**src/rtl/nand_seq_pkg.sv**
```systemverilog
package nand_seq_pkg;
    localparam int ROW_W = 20;
    localparam int COLF_W = 16;
    localparam int IDX_W = 3;

    typedef enum logic [2:0] {
        ST_IDLE,
        ST_WAIT_PRE,
        ST_SETUP,
        ST_STROBE,
        ST_HOLD,
        ST_WAIT_POST,
        ST_DONE
    } seq_state_t;
endpackage

```
**src/rtl/nand_addr_map.sv**
```systemverilog
module nand_addr_map
    import nand_seq_pkg::*;
#(
    parameter int LARGE_PAGE      = 1,
    parameter int BUS16           = 0,
    parameter int PAGE_BYTES      = 2048,
    parameter int PAGES_PER_BLOCK = 64,
    parameter int BLOCK_W         = 12,
    parameter int PAGE_W          = 6,
    parameter int COL_W           = 12,
    parameter logic [7:0] OP_READ = 8'h00,
    parameter logic [7:0] OP_OOB  = 8'h50
) (
    input  logic [BLOCK_W-1:0] blk,
    input  logic [PAGE_W-1:0]  pg,
    input  logic [COL_W-1:0]   col,
    input  logic [7:0]         opcode,
    output logic [7:0]         eff_op,
    output logic [ROW_W-1:0]   row,
    output logic [COLF_W-1:0]  col_eff
);
    logic [COLF_W:0] col_ext;

    always_comb begin
        row     = ROW_W'(blk) * ROW_W'(PAGES_PER_BLOCK) + ROW_W'(pg);
        col_ext = (COLF_W+1)'(col);
        eff_op  = opcode;
        if (LARGE_PAGE != 0 && opcode == OP_OOB) begin
            col_ext = col_ext + (COLF_W+1)'(PAGE_BYTES);
            eff_op  = OP_READ;
        end
        col_eff = (LARGE_PAGE != 0 && BUS16 != 0) ? col_ext[COLF_W:1] : col_ext[COLF_W-1:0];
    end
endmodule

```
**src/rtl/nand_byte_sel.sv**
```systemverilog
module nand_byte_sel
    import nand_seq_pkg::*;
#(
    parameter int LARGE_PAGE       = 1,
    parameter int EXTRA_ROW_CYCLE  = 1,
    parameter logic [7:0] OP_START = 8'h30
) (
    input  logic [IDX_W-1:0]  idx,
    input  logic [7:0]        op,
    input  logic [ROW_W-1:0]  row,
    input  logic [COLF_W-1:0] col,
    output logic [7:0]        bus_byte,
    output logic              is_cmd,
    output logic              last
);
    localparam int NCYC = (LARGE_PAGE != 0) ? ((EXTRA_ROW_CYCLE != 0) ? 7 : 6)
                                            : ((EXTRA_ROW_CYCLE != 0) ? 5 : 4);
    localparam int ROWB = (LARGE_PAGE != 0) ? 3 : 2;

    always_comb begin
        last     = (idx == IDX_W'(NCYC - 1));
        is_cmd   = 1'b0;
        bus_byte = 8'h00;
        if (idx == '0) begin
            is_cmd   = 1'b1;
            bus_byte = op;
        end else if (LARGE_PAGE != 0 && last) begin
            is_cmd   = 1'b1;
            bus_byte = OP_START;
        end else if (idx == IDX_W'(1)) begin
            bus_byte = col[7:0];
        end else if (LARGE_PAGE != 0 && idx == IDX_W'(2)) begin
            bus_byte = col[15:8];
        end else if (idx == IDX_W'(ROWB)) begin
            bus_byte = row[7:0];
        end else if (idx == IDX_W'(ROWB + 1)) begin
            bus_byte = row[15:8];
        end else begin
            bus_byte = {4'h0, row[19:16]};
        end
    end
endmodule

```
**src/rtl/nand_we_timer.sv**
```systemverilog
module nand_we_timer #(
    parameter int WE_LOW = 2
) (
    input  logic clk,
    input  logic rst_n,
    input  logic load,
    output logic expired
);
    localparam int CW = $clog2(WE_LOW + 1);
    logic [CW-1:0] cnt;

    always_ff @(posedge clk or negedge rst_n) begin
        if (!rst_n)
            cnt <= '0;
        else if (load)
            cnt <= CW'(WE_LOW - 1);
        else if (cnt != '0)
            cnt <= cnt - CW'(1);
    end

    assign expired = (cnt == '0);
endmodule

```
**src/rtl/nand_cmd_seq.sv**
```systemverilog
module nand_cmd_seq
    import nand_seq_pkg::*;
#(
    parameter int LARGE_PAGE       = 1,
    parameter int EXTRA_ROW_CYCLE  = 1,
    parameter int BUS16            = 0,
    parameter int PAGE_BYTES       = 2048,
    parameter int PAGES_PER_BLOCK  = 64,
    parameter int BLOCK_W          = 12,
    parameter int PAGE_W           = 6,
    parameter int COL_W            = 12,
    parameter int WE_LOW           = 2,
    parameter logic [7:0] OP_READ  = 8'h00,
    parameter logic [7:0] OP_OOB   = 8'h50,
    parameter logic [7:0] OP_START = 8'h30
) (
    input  logic               clk,
    input  logic               rst_n,
    input  logic               req_valid,
    input  logic [BLOCK_W-1:0] req_block,
    input  logic [PAGE_W-1:0]  req_page,
    input  logic [COL_W-1:0]   req_col,
    input  logic [7:0]         req_opcode,
    output logic               busy,
    output logic               done,
    output logic               req_err,
    input  logic               nand_rdy,
    output logic               nand_cle,
    output logic               nand_ale,
    output logic               nand_ce_n,
    output logic               nand_we_n,
    output logic [7:0]         nand_io
);
    seq_state_t state_q, state_d;
    logic [IDX_W-1:0]  idx_q;
    logic [7:0]        op_q,  op_w;
    logic [ROW_W-1:0]  row_q, row_w;
    logic [COLF_W-1:0] col_q, col_w;
    logic              err_q;
    logic [7:0]        byte_w;
    logic              is_cmd, last, expired, accept, in_byte;

    nand_addr_map #(
        .LARGE_PAGE(LARGE_PAGE), .BUS16(BUS16), .PAGE_BYTES(PAGE_BYTES),
        .PAGES_PER_BLOCK(PAGES_PER_BLOCK), .BLOCK_W(BLOCK_W), .PAGE_W(PAGE_W),
        .COL_W(COL_W), .OP_READ(OP_READ), .OP_OOB(OP_OOB)
    ) u_map (
        .blk(req_block), .pg(req_page), .col(req_col), .opcode(req_opcode),
        .eff_op(op_w), .row(row_w), .col_eff(col_w)
    );

    nand_byte_sel #(
        .LARGE_PAGE(LARGE_PAGE), .EXTRA_ROW_CYCLE(EXTRA_ROW_CYCLE), .OP_START(OP_START)
    ) u_sel (
        .idx(idx_q), .op(op_q), .row(row_q), .col(col_q),
        .bus_byte(byte_w), .is_cmd(is_cmd), .last(last)
    );

    nand_we_timer #(.WE_LOW(WE_LOW)) u_tmr (
        .clk(clk), .rst_n(rst_n), .load(state_q == ST_SETUP), .expired(expired)
    );

    assign accept = (state_q == ST_IDLE) && req_valid;

    // next-state logic
    always_comb begin
        state_d = state_q;
        unique case (state_q)
            ST_IDLE:      if (req_valid) state_d = ST_WAIT_PRE;
            ST_WAIT_PRE:  if (nand_rdy)  state_d = ST_SETUP;
            ST_SETUP:                    state_d = ST_STROBE;
            ST_STROBE:    if (expired)   state_d = ST_HOLD;
            ST_HOLD:                     state_d = last ? ST_WAIT_POST : ST_SETUP;
            ST_WAIT_POST: if (nand_rdy)  state_d = ST_DONE;
            ST_DONE:                     state_d = ST_IDLE;
            default:                     state_d = ST_IDLE;
        endcase
    end

    // state register and request capture
    always_ff @(posedge clk or negedge rst_n) begin
        if (!rst_n) begin
            state_q <= ST_IDLE;
            idx_q   <= '0;
            op_q    <= '0;
            row_q   <= '0;
            col_q   <= '0;
            err_q   <= 1'b0;
        end else begin
            state_q <= state_d;
            err_q   <= req_valid && (state_q != ST_IDLE);
            if (accept) begin
                idx_q <= '0;
                op_q  <= op_w;
                row_q <= row_w;
                col_q <= col_w;
            end else if (state_q == ST_HOLD && !last) begin
                idx_q <= idx_q + IDX_W'(1);
            end
        end
    end

    // outputs
    always_comb begin
        in_byte   = (state_q == ST_SETUP) || (state_q == ST_STROBE) || (state_q == ST_HOLD);
        busy      = (state_q != ST_IDLE);
        done      = (state_q == ST_DONE);
        req_err   = err_q;
        nand_ce_n = !in_byte;
        nand_we_n = (state_q != ST_STROBE);
        nand_cle  = in_byte && is_cmd;
        nand_ale  = in_byte && !is_cmd;
        nand_io   = in_byte ? byte_w : 8'h00;
    end
endmodule

```
**config.mk**
```make
export PLATFORM = sky130hd
export DESIGN_NAME = nand_cmd_seq
export DESIGN_NICKNAME = d
export VERILOG_FILES = /design/src/rtl/nand_seq_pkg.sv /design/src/rtl/nand_addr_map.sv /design/src/rtl/nand_byte_sel.sv /design/src/rtl/nand_we_timer.sv /design/src/rtl/nand_cmd_seq.sv
export SDC_FILE = /design/constraint.sdc
export NUM_CORES = 1
export LEC_CHECK = 0
export CAP_MARGIN = 20
export CORE_ASPECT_RATIO = 0.75
export CORE_MARGIN = 2
export CORE_UTILIZATION = 50
export DETAILED_ROUTE_END_ITERATION = 6
export DONT_BUFFER_PORTS = 1
export PLACE_DENSITY_LB_ADDON = 0.3
export RECOVER_POWER = 100
export SETUP_SLACK_MARGIN = 0.15
export SLEW_MARGIN = 40
export SYNTH_ARGS = -nofsm -noshare
export SYNTH_HDL_FRONTEND = slang
export SYNTH_SLANG_ARGS = --single-unit
```
**constraint.sdc**
```tcl
create_clock -name clk -period 1.5 [get_ports clk]
set_input_delay 0.15 -clock clk [delete_from_list [all_inputs] [get_ports clk]]
set_output_delay 0.15 -clock clk [all_outputs]
set_load 0.005 [all_outputs]
```
Yosys cells after proc, flatten, opt, wreduce, memory -nomap -nowiden. Cells that the tools add are included.

Output and inout port bits: 15. Bits in registers: 53. Input port bits: 42. Word-level logic and storage cells: 67.

Reduce and logical (&&, ||, !) cells: 18. Eq/ne operators: 17. Multiplexer cells: 21. $add $sub $neg: 4.

Operators with widths (number): $mux W8 (8); $mux W3 (7); $add A18 B6 Y19 (1); $pmux W3 S6 (1); $mux W16 (1); $eq A3 B3 Y1 const B (5); $add A12 B12 Y13 const B (1); $eq A3 B2 Y1 const B (4); $eq A8 B7 Y1 const B (1); $ne A2 B2 Y1 const B (4); $eq A3 B1 Y1 const B (2); $logic_not A3 Y1 (2); $reduce_bool A2 Y1 (3); $logic_and A1 B1 Y1 (5); $mux W2 (2); $reduce_and A4 Y1 (1); $add A3 B1 Y3 const B (1); $logic_not A1 Y1 (3); $ne A3 B2 Y1 const B (1); $reduce_bool A3 Y1 (1); $logic_not A2 Y1 (1); $logic_or A1 B1 Y1 (2); $mux W1 (2); $sub A2 B1 Y2 const B (1).

Depth between registers and ports, before layout.
Depth after elaboration: 8. Mapped depth: 8. Mapped depth without buffers: 6.

Cells and area by module. From an unflattened synthesis, not the netlist that was laid out.

Cells, all modules: 286. Area, all modules: 3301.9 µm².

Modules (own cells, without submodules): nand_cmd_seq (times used 1, area an instance 2301.0 µm², cells an instance 152); nand_byte_sel (times used 1, area an instance 563.0 µm², cells an instance 76); nand_addr_map (times used 1, area an instance 339.1 µm², cells an instance 49); nand_we_timer (times used 1, area an instance 98.8 µm², cells an instance 9).

Least setup slack after synthesis. No wires, ideal clock.

Path type: register -> output. Start: reg idx_q[2]. End: out nand_io[3]. Data arrival time: 1.571 ns. Setup slack: -0.221 ns. Stages on the path, launching flop included: 8. Path buffers: 2. Cell sequence: dfrtp_1 > buf_2 > inv_1 > ha_1 > buf_2 > o311ai_0 > o21ai_0 > o2bb2ai_1.

Longest elaborated chain between the ends: 8. Elaborated cells between the ends (all ways): 13. Those cells by class: 5 x eq/ne; 7 x mux; 1 x reduce/logical.

RTL lines: start, declared (line nand_cmd_seq.sv:35) `logic [IDX_W-1:0] idx_q;`; start signal, assigned (line nand_cmd_seq.sv:98) `idx_q <= idx_q + IDX_W'(1);`; $eq A3 B3 Y1 (line nand_byte_sel.sv:36) `end else if (idx == IDX_W'(ROWB + 1)) begin`; $mux W8 (line nand_byte_sel.sv:36); $mux W8 (line nand_byte_sel.sv:34) `end else if (idx == IDX_W'(ROWB)) begin`; $mux W8 (line nand_byte_sel.sv:32) `end else if (LARGE_PAGE != 0 && idx == IDX_W'(2)) begin`; $mux W8 (line nand_byte_sel.sv:30) `end else if (idx == IDX_W'(1)) begin`; $mux W8 (line nand_byte_sel.sv:27) `end else if (LARGE_PAGE != 0 && last) begin`; $mux W8 * (line nand_byte_sel.sv:24) `if (idx == '0) begin`; $mux W8 * (line nand_cmd_seq.sv:113) `nand_io = in_byte ? byte_w : 8'h00;`; end, declared (line nand_cmd_seq.sv:32) `output logic [7:0] nand_io`.

Every way passes the cells marked *; elsewhere a longest branch is shown, timed or not.

Worst setup path after layout.
Start: reg idx_q[1]. End: out nand_io[2].

The elaborated chain is that of the path after synthesis.

==> run metrics <==
Layout Nets=458; met3 WL=1920 um; leakage=2.21 nW; Synth Flop Type=dfrtp_1; Clock Path Buffers=2; Max Fclk=452 MHz; FF+latch area=0.00120 mm^2; Worst Setup Start Kind=register; worst ir drop on vdd=1.07 mV; Worst Setup SP=idx_q[1]; Synth Cell Area=0.00253 mm^2; multi-input logic area=0.00183 mm^2; R2R Path End=col_q[11]; r2r setup slk=-0.43 ns; yosys warns=0; initial antenna violation count=0; Syn Area/Cell=8.26 um^2; final worst slack=-0.711 ns; Initial Util=0.519; hpwl dp=4570 um; Ant. Diodes=0; met2 WL post-DR=5750 um; power per standard cell area=2150 mW/mm^2; CP Max Fanout=7; die area=0.00565 mm^2; share of cells above drive strength 1=0.493; Post-synth ARST share=1.00; Final Hold Viols=0; GP Congestion=0.908; endpoints failing setup=60; core footprint=0.00487 mm^2; most common cell after layout, fill and taps aside=nand2_1; first-pass GRT wire length=12,800 um; period utilisation layout=1.47; kind of critical path=register to primary output; Hold WS=0.101 ns; Final Max Slew Viols=0; DR pass1 iterations=7; Starting DRT DRC Count=540; total gr overflow=0; #FFs+latches synth=48; Hold WC Path Type=input port to register; post-route DRC violation count=0; CTS tree=built; pin count of the biggest net entering global routing=49; commonest non-fill, non-tap cells in the layout=54 x nand2_1, 48 x dfrtp_1, 39 x dlygate4sd3_1, 33 x nand2_2, 32 x buf_4; Total Routed Length=13,300 um; RSZ-0062 raised after global routing=yes; DR vias=3,222; Avg WL per Cell=28.2 um; CP Data Required Time=1.35 ns; Worst-Margin Slew=0.673 ns; critical path capture point=nand_io[2]; port bufs=0; Sink Count=48; row cnt=22; area grow syn2layout=78.3%; vias in the first global route=2,528; met1 WL=4360 um; status=complete, but fails checks; Vias/cell=6.86; Post-DRT Antenna Nets=0; Rel. slew slack=0.552; Ports=57; max layer used=met4; Distinct cells, synth=44; chip height=65.6 um; EDFF count, synth=0; die width=86.1 um; Fin Clk Skew=0.00873 ns; sequential area share after synthesis=0.475; Critical Path AT=2.06 ns; syn_nets=355; reg2reg path depth=8; Num CTS Buffers=5; cells after synthesis=306; Overall Power=9.67 mW; MaxCap Viol Count=0; GRT Util Overall=0.300; Setup crit end kind=primary output; clk root buf=clkbuf_8; Tmin final=2.21 ns; Fill cells=155; Worst-path clk slew=0.09 ns; worst-skew pair later-pin latency=0.32 ns; failing checks=negative setup slack; FF-to-FF Start=state_q[0]; H-tree levels=2
[worst max-delay path: stages, from the launching register on]
cell	delay (ns)
dfrtp_1	0.45
ha_2	0.24
ha_4	0.20
nand3b_1	0.22
a21oi_2	0.28
o22ai_2	0.14
a21oi_2	0.21
[kinds of logic (layout without fill, tap and decap cells)]
kind of cell | after synthesis | in the layout | synth area share
buffers and inverters | 30 | 134 | 0.0529
DFF | 48 | 48 | 0.475
adders and majority gates | 7 | 7 | 0.0346
AOI/OAI and AO/OA | 58 | 58 | 0.145
and+or+nand+nor | 161 | 161 | 0.285
xor gates and xnor gates | 2 | 2 | 0.00693
[flip-flops by register name, summed over array words and instances (netlist names)]
register	flops
row_q	18
col_q	13
op_q	8
idx_q	3
state_q	3
u_tmr.cnt	2
req_err	1
[synthesized netlist by cell type, drive strengths merged (2+ instances only)]
master | count | area, um^2
buf | 10 | 56.3
and2 | 2 | 12.5
a21oi | 15 | 75.1
ha | 7 | 87.6
and3 | 2 | 12.5
nor2 | 12 | 52.6
nor3b | 3 | 22.5
nand2b | 2 | 12.5
a22oi | 3 | 22.5
inv | 13 | 51.3
nand3 | 6 | 35.0
dfrtp | 48 | 1200
nor2b | 7 | 43.8
o32a | 2 | 20.0
a22o | 3 | 26.3
o21ai | 17 | 85.1
a211oi | 2 | 15.0
a221oi | 2 | 17.5
o2bb2ai | 3 | 26.3
clkbuf | 7 | 26.3
nand2 | 118 | 450
o22ai | 5 | 31.3
[worst min-delay path by stage]
stage | startpoint | depth (start not counted) | end | slack (ns)
after floorplan | rst_n | 0 | col_q[0] | -0.15
after global placement | rst_n | 0 | col_q[0] | -0.14
after detailed placement | rst_n | 0 | col_q[0] | -0.14
after CTS | nand_rdy | 2 | state_q[1] | 0.04
after global routing | req_valid | 2 | state_q[0] | 0.11
final | nand_rdy | 2 | state_q[1] | 0.10
[stage by stage]
stage	setup TNS, ns	worst slack [ns]	util	instances	cell area (um^2)
after detailed placement	-1.62	-0.296	0.580	380	2820
after floorplan	0	0.00555	-	306	2600
after global placement	-1.20	-0.215	0.580	380	2820
final	-21.67	-0.711	0.926	470	4510
after global routing	-23.76	-0.699	0.926	470	4510
after CTS	-4.11	-0.443	0.763	445	3720
[metal layers]
| layer | up-vias | track usage |
|---|---|---|
| li1 | 1221 | - |
| met1 | 1472 | 0.400 |
| met2 | 387 | 0.490 |
| met3 | 142 | 0.0553 |
| met4 | 0 | 0.111 |
| met5 | - | 0 |
[layout make-up]
| type | count | area share |
|---|---|---|
| multi-input combinational | 228 | 0.405 |
| timing repair buffer | 113 | 0.279 |
| sequential | 48 | 0.266 |
| clock buffer | 8 | 0.0200 |
| tap | 60 | 0.0166 |
| inverter | 13 | 0.0130 |
[report_power, final]
part | switching [mW] | internal (mW)
Clock | 0.470 | 0.378
Combinational | 3.53 | 2.89
Sequential | 0.522 | 1.89
[repair_timing]
item / CTS / global route
endpoints found under the setup margin: 17 / 58
gates cloned: 1 / 8
pin swaps: 18 / 90
hold endpoints to repair: 86 / 0
gates resized for setup: 67 / 138
hold buffers: 40 / 0
buffers inserted: 16 / 17
No activity file was read; power rests on OpenSTA's default activity.
